File: src/rtl/bootsel_pkg.sv
// Shared types for the boot source selector.
// Assumes: nothing beyond IEEE 1800-2017.
package bootsel_pkg;
    // Length class of a completed reset pulse
    typedef enum logic [1:0] {
        PW_SHORT = 2'd0,
        PW_MID   = 2'd1,
        PW_LONG  = 2'd2
    } pw_class_t;

    // Decision controller states
    typedef enum logic [1:0] {
        ST_HELD = 2'd0,
        ST_HOLD = 2'd1,
        ST_RUN  = 2'd2
    } sel_state_t;
endpackage

File: src/rtl/bootsel_sync.sv
// Multi-bit, multi-stage synchronizer for independent level inputs.
// Assumes: each bit is a slow level, so skew between bits does not matter;
// STAGES >= 2. Clears to RST_VAL under synchronous active-low por_n.
module bootsel_sync #(
    parameter int unsigned       WIDTH   = 2,
    parameter int unsigned       STAGES  = 2,
    parameter logic [WIDTH-1:0]  RST_VAL = '0
) (
    input  logic             clk,
    input  logic             por_n,
    input  logic [WIDTH-1:0] d,
    output logic [WIDTH-1:0] q
);
    logic [STAGES-1:0][WIDTH-1:0] stg;

    // Shift the inputs through the synchronizing stages
    always_ff @(posedge clk) begin
        if (!por_n) begin
            stg <= {STAGES{RST_VAL}};
        end else begin
            stg <= {stg[STAGES-2:0], d};
        end
    end

    assign q = stg[STAGES-1];
endmodule

File: src/rtl/bootsel_pw_timer.sv
// Measures how long the synchronized reset stays low and classifies the
// pulse in the cycle its release is seen.
// Assumes: rst_s is synchronous; SHORT_CYC <= LONG_CYC. The counter stops
// at LONG_CYC and so never wraps.
module bootsel_pw_timer
    import bootsel_pkg::*;
#(
    parameter int unsigned LONG_CYC  = 1000,
    parameter int unsigned SHORT_CYC = 200,
    parameter int unsigned CNT_W     = $clog2(LONG_CYC + 1)
) (
    input  logic             clk,
    input  logic             por_n,
    input  logic             rst_s,
    output logic             rel,
    output pw_class_t        cls,
    output logic [CNT_W-1:0] cnt
);
    localparam logic [CNT_W-1:0] LONG_LIM  = CNT_W'(LONG_CYC);
    localparam logic [CNT_W-1:0] SHORT_LIM = CNT_W'(SHORT_CYC);

    logic rst_q;

    // Count low cycles (saturating) and remember the previous reset level
    always_ff @(posedge clk) begin
        if (!por_n) begin
            cnt   <= '0;
            rst_q <= 1'b0;
        end else begin
            rst_q <= rst_s;
            if (rst_s) begin
                cnt <= '0;
            end else if (cnt < LONG_LIM) begin
                cnt <= cnt + 1'b1;
            end
        end
    end

    // Release is the first high cycle of the synchronized reset
    assign rel = rst_s & ~rst_q;

    // Classify the finished pulse from the count held up to release
    always_comb begin
        if (cnt >= LONG_LIM) begin
            cls = PW_LONG;
        end else if (cnt < SHORT_LIM) begin
            cls = PW_SHORT;
        end else begin
            cls = PW_MID;
        end
    end
endmodule

File: src/rtl/bootsel_mode_ctl.sv
// Decides the boot source at each release, runs the strap hold check,
// keeps the sticky mode flag and drives the core reset.
// Assumes: rel and cls come from bootsel_pw_timer on the same synchronized
// reset; the mode flag is cleared only by por_n.
module bootsel_mode_ctl
    import bootsel_pkg::*;
#(
    parameter int unsigned HOLD_CYC = 1,
    parameter int unsigned HOLD_W   = $clog2(HOLD_CYC + 1)
) (
    input  logic       clk,
    input  logic       por_n,
    input  logic       rst_s,
    input  logic       strap_s,
    input  logic       rel,
    input  pw_class_t  cls,
    output logic       mode,
    output logic       core_rst_n,
    output logic       in_hold
);
    localparam logic [HOLD_W-1:0] HOLD_LAST = HOLD_W'(HOLD_CYC - 1);

    sel_state_t        st;
    logic [HOLD_W-1:0] hcnt;

    // Sequence the decision and update mode and the core reset
    always_ff @(posedge clk) begin
        if (!por_n) begin
            st         <= ST_HELD;
            mode       <= 1'b0;
            core_rst_n <= 1'b0;
            hcnt       <= '0;
        end else if (!rst_s) begin
            st         <= ST_HELD;
            core_rst_n <= 1'b0;
            hcnt       <= '0;
        end else begin
            unique case (st)
                ST_HELD: begin
                    if (rel) begin
                        if (!strap_s || cls == PW_SHORT) begin
                            mode       <= 1'b0;
                            st         <= ST_RUN;
                            core_rst_n <= 1'b1;
                        end else if (cls == PW_LONG) begin
                            st   <= ST_HOLD;
                            hcnt <= '0;
                        end else begin
                            st         <= ST_RUN;
                            core_rst_n <= 1'b1;
                        end
                    end
                end
                ST_HOLD: begin
                    if (!strap_s) begin
                        mode       <= 1'b0;
                        st         <= ST_RUN;
                        core_rst_n <= 1'b1;
                    end else if (hcnt == HOLD_LAST) begin
                        mode       <= 1'b1;
                        st         <= ST_RUN;
                        core_rst_n <= 1'b1;
                    end else begin
                        hcnt <= hcnt + 1'b1;
                    end
                end
                default: begin
                    st <= ST_RUN;
                end
            endcase
        end
    end

    assign in_hold = (st == ST_HOLD);
endmodule

File: src/rtl/bootsel_top.sv
// Boot source selector top: synchronizes the pins, times the reset pulse
// and latches the fetch source for the core.
// Assumes: clk runs freely at CLK_HZ; por_n is low for at least one cycle
// at power-up; strap_in is already a clean digital level.
module bootsel_top
    import bootsel_pkg::*;
#(
    parameter int unsigned CLK_HZ   = 11_059_200,
    parameter int unsigned LONG_MS  = 2000,
    parameter int unsigned SHORT_MS = 400,
    parameter int unsigned HOLD_NS  = 1000
) (
    input  logic clk,
    input  logic por_n,
    input  logic ext_rst_n,
    input  logic strap_in,
    output logic core_rst_n,
    output logic fetch_boot,
    output logic boot_mode
);
    localparam longint unsigned HZ64      = 64'(CLK_HZ);
    localparam longint unsigned LONG_L    = HZ64 * LONG_MS / 1000;
    localparam longint unsigned SHORT_L   = HZ64 * SHORT_MS / 1000;
    localparam longint unsigned HOLD_RAW  = (HZ64 * HOLD_NS + 64'd999_999_999) / 64'd1_000_000_000;
    localparam int unsigned     LONG_CYC  = 32'(LONG_L);
    localparam int unsigned     SHORT_CYC = 32'(SHORT_L);
    localparam int unsigned     HOLD_CYC  = (HOLD_RAW == 0) ? 1 : 32'(HOLD_RAW);
    localparam int unsigned     CNT_W     = $clog2(LONG_CYC + 1);
    localparam int unsigned     HOLD_W    = $clog2(HOLD_CYC + 1);

    logic [1:0]       sync_q;
    logic             rst_s;
    logic             strap_s;
    logic             rel;
    pw_class_t        cls;
    logic [CNT_W-1:0] cnt;
    logic             mode;
    logic             in_hold;

    bootsel_sync #(
        .WIDTH  (2),
        .STAGES (2),
        .RST_VAL(2'b00)
    ) u_sync (
        .clk  (clk),
        .por_n(por_n),
        .d    ({strap_in, ext_rst_n}),
        .q    (sync_q)
    );

    assign rst_s   = sync_q[0];
    assign strap_s = sync_q[1];

    bootsel_pw_timer #(
        .LONG_CYC (LONG_CYC),
        .SHORT_CYC(SHORT_CYC),
        .CNT_W    (CNT_W)
    ) u_timer (
        .clk  (clk),
        .por_n(por_n),
        .rst_s(rst_s),
        .rel  (rel),
        .cls  (cls),
        .cnt  (cnt)
    );

    bootsel_mode_ctl #(
        .HOLD_CYC(HOLD_CYC),
        .HOLD_W  (HOLD_W)
    ) u_ctl (
        .clk       (clk),
        .por_n     (por_n),
        .rst_s     (rst_s),
        .strap_s   (strap_s),
        .rel       (rel),
        .cls       (cls),
        .mode      (mode),
        .core_rst_n(core_rst_n),
        .in_hold   (in_hold)
    );

    assign fetch_boot = mode;
    assign boot_mode  = mode;
endmodule

File: config.mk
export PLATFORM = sky130hd
export DESIGN_NAME = bootsel_top
export DESIGN_NICKNAME = d
export VERILOG_FILES = /design/src/rtl/bootsel_pkg.sv /design/src/rtl/bootsel_sync.sv /design/src/rtl/bootsel_pw_timer.sv /design/src/rtl/bootsel_mode_ctl.sv /design/src/rtl/bootsel_top.sv
export SDC_FILE = /design/constraint.sdc
export NUM_CORES = 1
export LEC_CHECK = 0
export ABC_AREA = 0
export BUFFER_PORTS_ARGS = -buffer_cell sky130_fd_sc_hd__buf_2
export CAP_MARGIN = 20
export CORE_ASPECT_RATIO = 1.25
export CORE_MARGIN = 2
export CORE_UTILIZATION = 54
export CTS_CLUSTER_SIZE = 20
export DETAILED_ROUTE_END_ITERATION = 12
export PLACE_DENSITY = 0.74
export SLEW_MARGIN = 15
export SYNTH_ARGS = -nofsm -noshare
export SYNTH_HDL_FRONTEND = slang
export SYNTH_SLANG_ARGS = --single-unit
File: constraint.sdc
create_clock -name clk -period 1.65 [get_ports clk]
set_input_delay 0.165 -clock clk [delete_from_list [all_inputs] [get_ports clk]]
set_output_delay 0.165 -clock clk [all_outputs]
set_load 0.01 [all_outputs]
# After elaboration in Yosys (flattened, before gate mapping)
# Index checks and enable logic that the tools add are counted.
# Widths: inputs -> output; s select.
# word_totals
wordCells	62
register_bits	38
input_bits	4
output_inout_bits	3
# op_classes
addsub	2
bitwise_logic	3
n_lt_le_gt_ge	3
eq_ne	11
muxes	24
reduce_logical	11
# op_table
cell	count
$add 25x1->25 const B	1
$ge 25x25->1 const B	1
$lt 25x23->1 const B	1
$lt 25x25->1 const B	1
$mux 4	5
$mux 2	6
$mux 1	9
$pmux 4 s2	1
$ne 2x1->1 const B	3
$ne 2x2->1 const B	3
$ne 3x2->1 const B	2
$reduce_and 6->1	1
$reduce_and 5->1	1
$add 4x1->4 const B	1
$eq 4x4->1 const B	1
$logic_not 2->1	2
$pmux 1 s2	2
$pmux 2 s2	1
$reduce_and 2->1	2
$reduce_and 4->1	1
$eq 2x1->1 const B	1
$eq 2x2->1 const B	1
$not 1->1	2
$reduce_bool 2->1	1
other kinds (4)	4

# Longest topological paths before layout
# logic_depth
word_depth	8
depth_mapped	7
ltp_nobuf	6

# By module
# From an unflattened synthesis, not the netlist that was laid out.
# hier_totals
cells_unflattened	237
hier_area_um2	2001.9
# modules_own_cells
mod	seq_area_each_um2	area_per_inst_um2	cells_per_inst	instances
bootsel_pw_timer	520.5	1466.4	179	1
bootsel_mode_ctl	160.2	407.9	47	1
bootsel_sync	80.1	120.1	10	1
bootsel_top	0.0	7.5	1	1

# Least setup slack after synthesis
# OpenSTA, ideal clock, no wires.
# synth_timing
kind	reg2reg
start	register u_timer.cnt[16]
end	register u_timer.cnt[15]
period_less_slack_ps	1626
stages_incl_launch_ff	8
path_buffers	2
slack_ps	24
required_ps	1522
arrival_ps	1498
setup_time_ps	128
path_cell_list	dfxtp_1 -> a2111oi_2 -> o22a_2 -> buf_4 -> buf_6 -> nand4_1 -> xnor2_1 -> nor2_1
# synth_via
elab_chain_len	1
# synth_rtl
item	line	text
start: declaration	bootsel_pw_timer.sv:17	output logic [CNT_W-1:0] cnt
start signal: assignment	bootsel_pw_timer.sv:34	cnt <= cnt + 1'b1;
$lt 25x25->1	bootsel_pw_timer.sv:33	end else if (cnt < LONG_LIM) begin
# No other way between the ends.
# A chain may end at the register's enable or synchronous reset.

# Worst setup path after layout
# layout_timing
start	register u_timer.cnt[15]
end	register u_timer.cnt[19]
# layout_via
elab_chain_len	1
word_cells_on_any_way	2
classes_between	1 x add/sub; 1 x order compare
# layout_rtl
item	line
$add 25x1->25 / $lt 25x25->1 (equally long branches)	bootsel_pw_timer.sv:34, bootsel_pw_timer.sv:33
# Several ways; a longest one is shown, not always the timed one.

==> flow_summary.json <==
{
  "final_common_cell": "dfxtp_1",
  "max-cap-violations": 0,
  "power_per_cell_area_mw_per_mm2": 808,
  "synthTopCellsByArea": "dfxtp_1 43%, xor2_1 7.9%, nor2_1 6.1%",
  "status": "finished, violations left",
  "synth-edff-count": 0,
  "multi_input_area_mm2": 0.00103,
  "layoutNonFillerInstCount": 284,
  "first_pass_iters": 5,
  "layout_common_cells": "34 x dfxtp_1, 29 x buf_4, 28 x nor2_1",
  "drtAntennaViolNets": 0,
  "route.detailed.drc": 0,
  "min_period_ns": 1.70,
  "clockBufferDepth": 2,
  "dp.cells": 272,
  "drtIter0Drc": 81,
  "ys_seq_area_share_pct": 42.7,
  "antenna_found_initial": 0,
  "synth_cells": 212,
  "cts-root-buf": "clkbuf_8",
  "failed_checks": "negative setup slack",
  "cp_data_required_time_ns": 1.89,
  "io_pins": 7,
  "routed_wl_um": 4390,
  "cts_tree": "yes",
  "syn_area_mm2": 0.00178,
  "setup_viol": 4,
  "drive_gt1_share_pct": 25.9,
  "cts_sinks": 38,
  "ys_warn_count": 0,
  "port_buffers": 6,
  "regArea_um2": 766,
  "fillers": 252,
  "hold_path_class": "primary input to flip-flop",
  "yosysTopAreaCellShare_pct": 42.7,
  "place_hpwl_um": 3010,
  "crit_slowest_cell": "or4_1",
  "hold_viol_final": 0,
  "synthFlopType": "dfxtp_1",
  "postSynthAreaPerCell_um2": 8.40,
  "fp-row-count": 23,
  "crit_type": "flip-flop to flip-flop",
  "gp_congestion": 0.885,
  "htree_levels": 2,
  "initial_utilization_pct": 55.8,
  "finalCritPeriodShare_pct": 103,
  "core_mm2": 0.00319,
  "startpoint_type": "flip-flop",
  "grt_pass1_wl_um": 6990,
  "worst_slew_pin_slew_ns": 0.367,
  "layout_setup_ws_ns": -0.0510,
  "antenna_cells": 0,
  "cts_buffers": 5,
  "routed_via_density": 6.01,
  "p_leak_nw": 0.839,
  "synth_top_area_cell": "dfxtp_1",
  "finalSetupTns_ns": -0.104,
  "slew_violations": 0,
  "wl_per_cell_um": 15.5,
  "ys_ff_latch": 38,
  "endpoint_kind": "flip-flop",
  "vias": 1706,
  "grt_max_degree": 26,
  "fin_skew_ns": 0.00778,
  "dieArea_mm2": 0.00378,
  "cp_max_fo": 6,
  "clk_pin_slew_ns": 0.08,
  "worst-endpoint-arrival_ns": 1.94,
  "grtUsageTotal_pct": 23.8,
  "crit_path_cell_trace": "a2111oi_4 > o22a_2 > nand3_2 > or4_1 > a21oi_1",
  "crit_path_max_incr_delay_ns": 0.40,
  "holdWs_ns": 0.0671,
  "relSlewSlack_pct": 75.2,
  "grt_pass1_vias": 1635,
  "synth_cell_types": 39,
  "die_h_um": 68.2,
  "vdd_drop_max_mv": 0.773,
  "cts_hold_repair.buffers": 0,
  "area_delta_synth_final_pct": 25.7,
  "grt_remaining_overflow": 0,
  "nNetsFinal": 253,
  "die_w_um": 55.4,
  "clock_latency_ns": 0.30,
  "synthArstFlopShare_pct": 0,
  "syn_nets": 219,
  "max_freq_mhz": 588,
  "rsz0062_at_grt": "yes"
}
-- logic make-up after synthesis --
kind of cell,Yosys count,synth area share (%)
AOI/OAI and AO/OA,32,11.9
and+or+nand+nor,104,29.5
xor gates and xnor gates,20,9.83
adders and majority gates,3,2.11
buffers and inverters,15,4.00
DFF,38,42.7
-- cell usage after synthesis (2+ instances only) --
| cell | n |
|---|---|
| dfxtp_1 | 38 |
| nor2_1 | 29 |
| nand3_1 | 16 |
| xor2_1 | 16 |
| nand2_1 | 15 |
| nand4_1 | 13 |
| a21oi_1 | 12 |
| inv_1 | 6 |
| nor2b_1 | 6 |
| and2_1 | 5 |
| clkbuf_1 | 5 |
| nor3_1 | 5 |
| o21ai_0 | 4 |
| xnor2_1 | 4 |
| a31oi_1 | 3 |
| and3_1 | 3 |
| ha_1 | 3 |
| nor4_1 | 3 |
| a22oi_1 | 2 |
| buf_4 | 2 |
| nand3b_1 | 2 |
| o31ai_1 | 2 |
| or3_1 | 2 |
-- worst max-delay path: cells and delay by family (launching register included) --
| kind | cells | cell delay, ns |
|---|---|---|
| AOI/OAI and AO/OA | 3 | 0.80 |
| and+or+nand+nor | 2 | 0.50 |
| DFF | 1 | 0.34 |
-- routing by layer --
metal / up-vias / GRT usage (%) / share of wire [%]
met3: 19 / 6.05 / 3.8
met2: 53 / 45.5 / 53
li1: 813 / - / -
met5: - / 0 / 0
met4: 0 / 15.9 / 3.8
met1: 821 / 22.8 / 39
-- layout make-up --
| class | count | share of cell area [%] |
|---|---|---|
| clock buffers | 5 | 3.07 |
| clock inverters | 3 | 2.01 |
| inverters | 6 | 1.01 |
| multi-input cells | 159 | 46.1 |
| flip-flops and latches | 38 | 34.2 |
| well taps | 37 | 2.07 |
| repair buffers | 36 | 11.6 |
-- sequential cells by signal, summed over array words and instances, names as in the netlist --
name and count:
u_ctl.st 2, u_timer.cnt 25, u_ctl.mode 1, u_timer.rst_q 1
u_ctl.hcnt 4, u_sync.q 2, u_ctl.core_rst_n 1, u_sync.stg 2
-- metrics by stage --
step | util (%) | setup slack [ns] | power, mW | instance area (um^2)
6_report | 70.1 | -0.0510 | 1.81 | 2240
5_1_grt | 70.1 | -0.128 | 1.86 | 2240
4_1_cts | 67.0 | 0.000749 | 1.82 | 2140
3_5_place_dp | 62.7 | -0.0778 | 1.02 | 2000
3_3_place_gp | 62.7 | -0.0232 | 1.01 | 2000
2_1_floorplan | - | 0.0244 | 0.995 | 1780
-- path summary, 6_finish.rpt --
| kind | start | to | slack [ns] | cells after the start |
|---|---|---|---|---|
| setup reg to reg | u_timer.cnt[15] | u_timer.cnt[19] | -0.05 | 5 |
| setup / recovery | u_timer.cnt[15] | u_timer.cnt[19] | -0.05 | 5 |
| hold reg to reg | u_sync.stg[0] | u_sync.q[0] | 0.45 | 1 |
| hold / removal | strap_in | u_sync.stg[1] | 0.07 | 2 |
-- what timing repair did --
item / 4_1_cts / 5_1_grt
resized for setup: 3 / 20
buffers inserted: 1 / 3
hold endpoints to repair: 0 / 0
pin swaps: 2 / 6
endpoints found under the setup margin: 14 / 23
cloned: 0 / 0
-- power by group --
part	total, mW	internal (mW)	switching (mW)
clock network	0.811	0.450	0.362
registers	0.938	0.929	0.00975
logic	0.0600	0.0243	0.0356
total	1.81	1.40	0.407
Power figures use the tool's default switching activity.
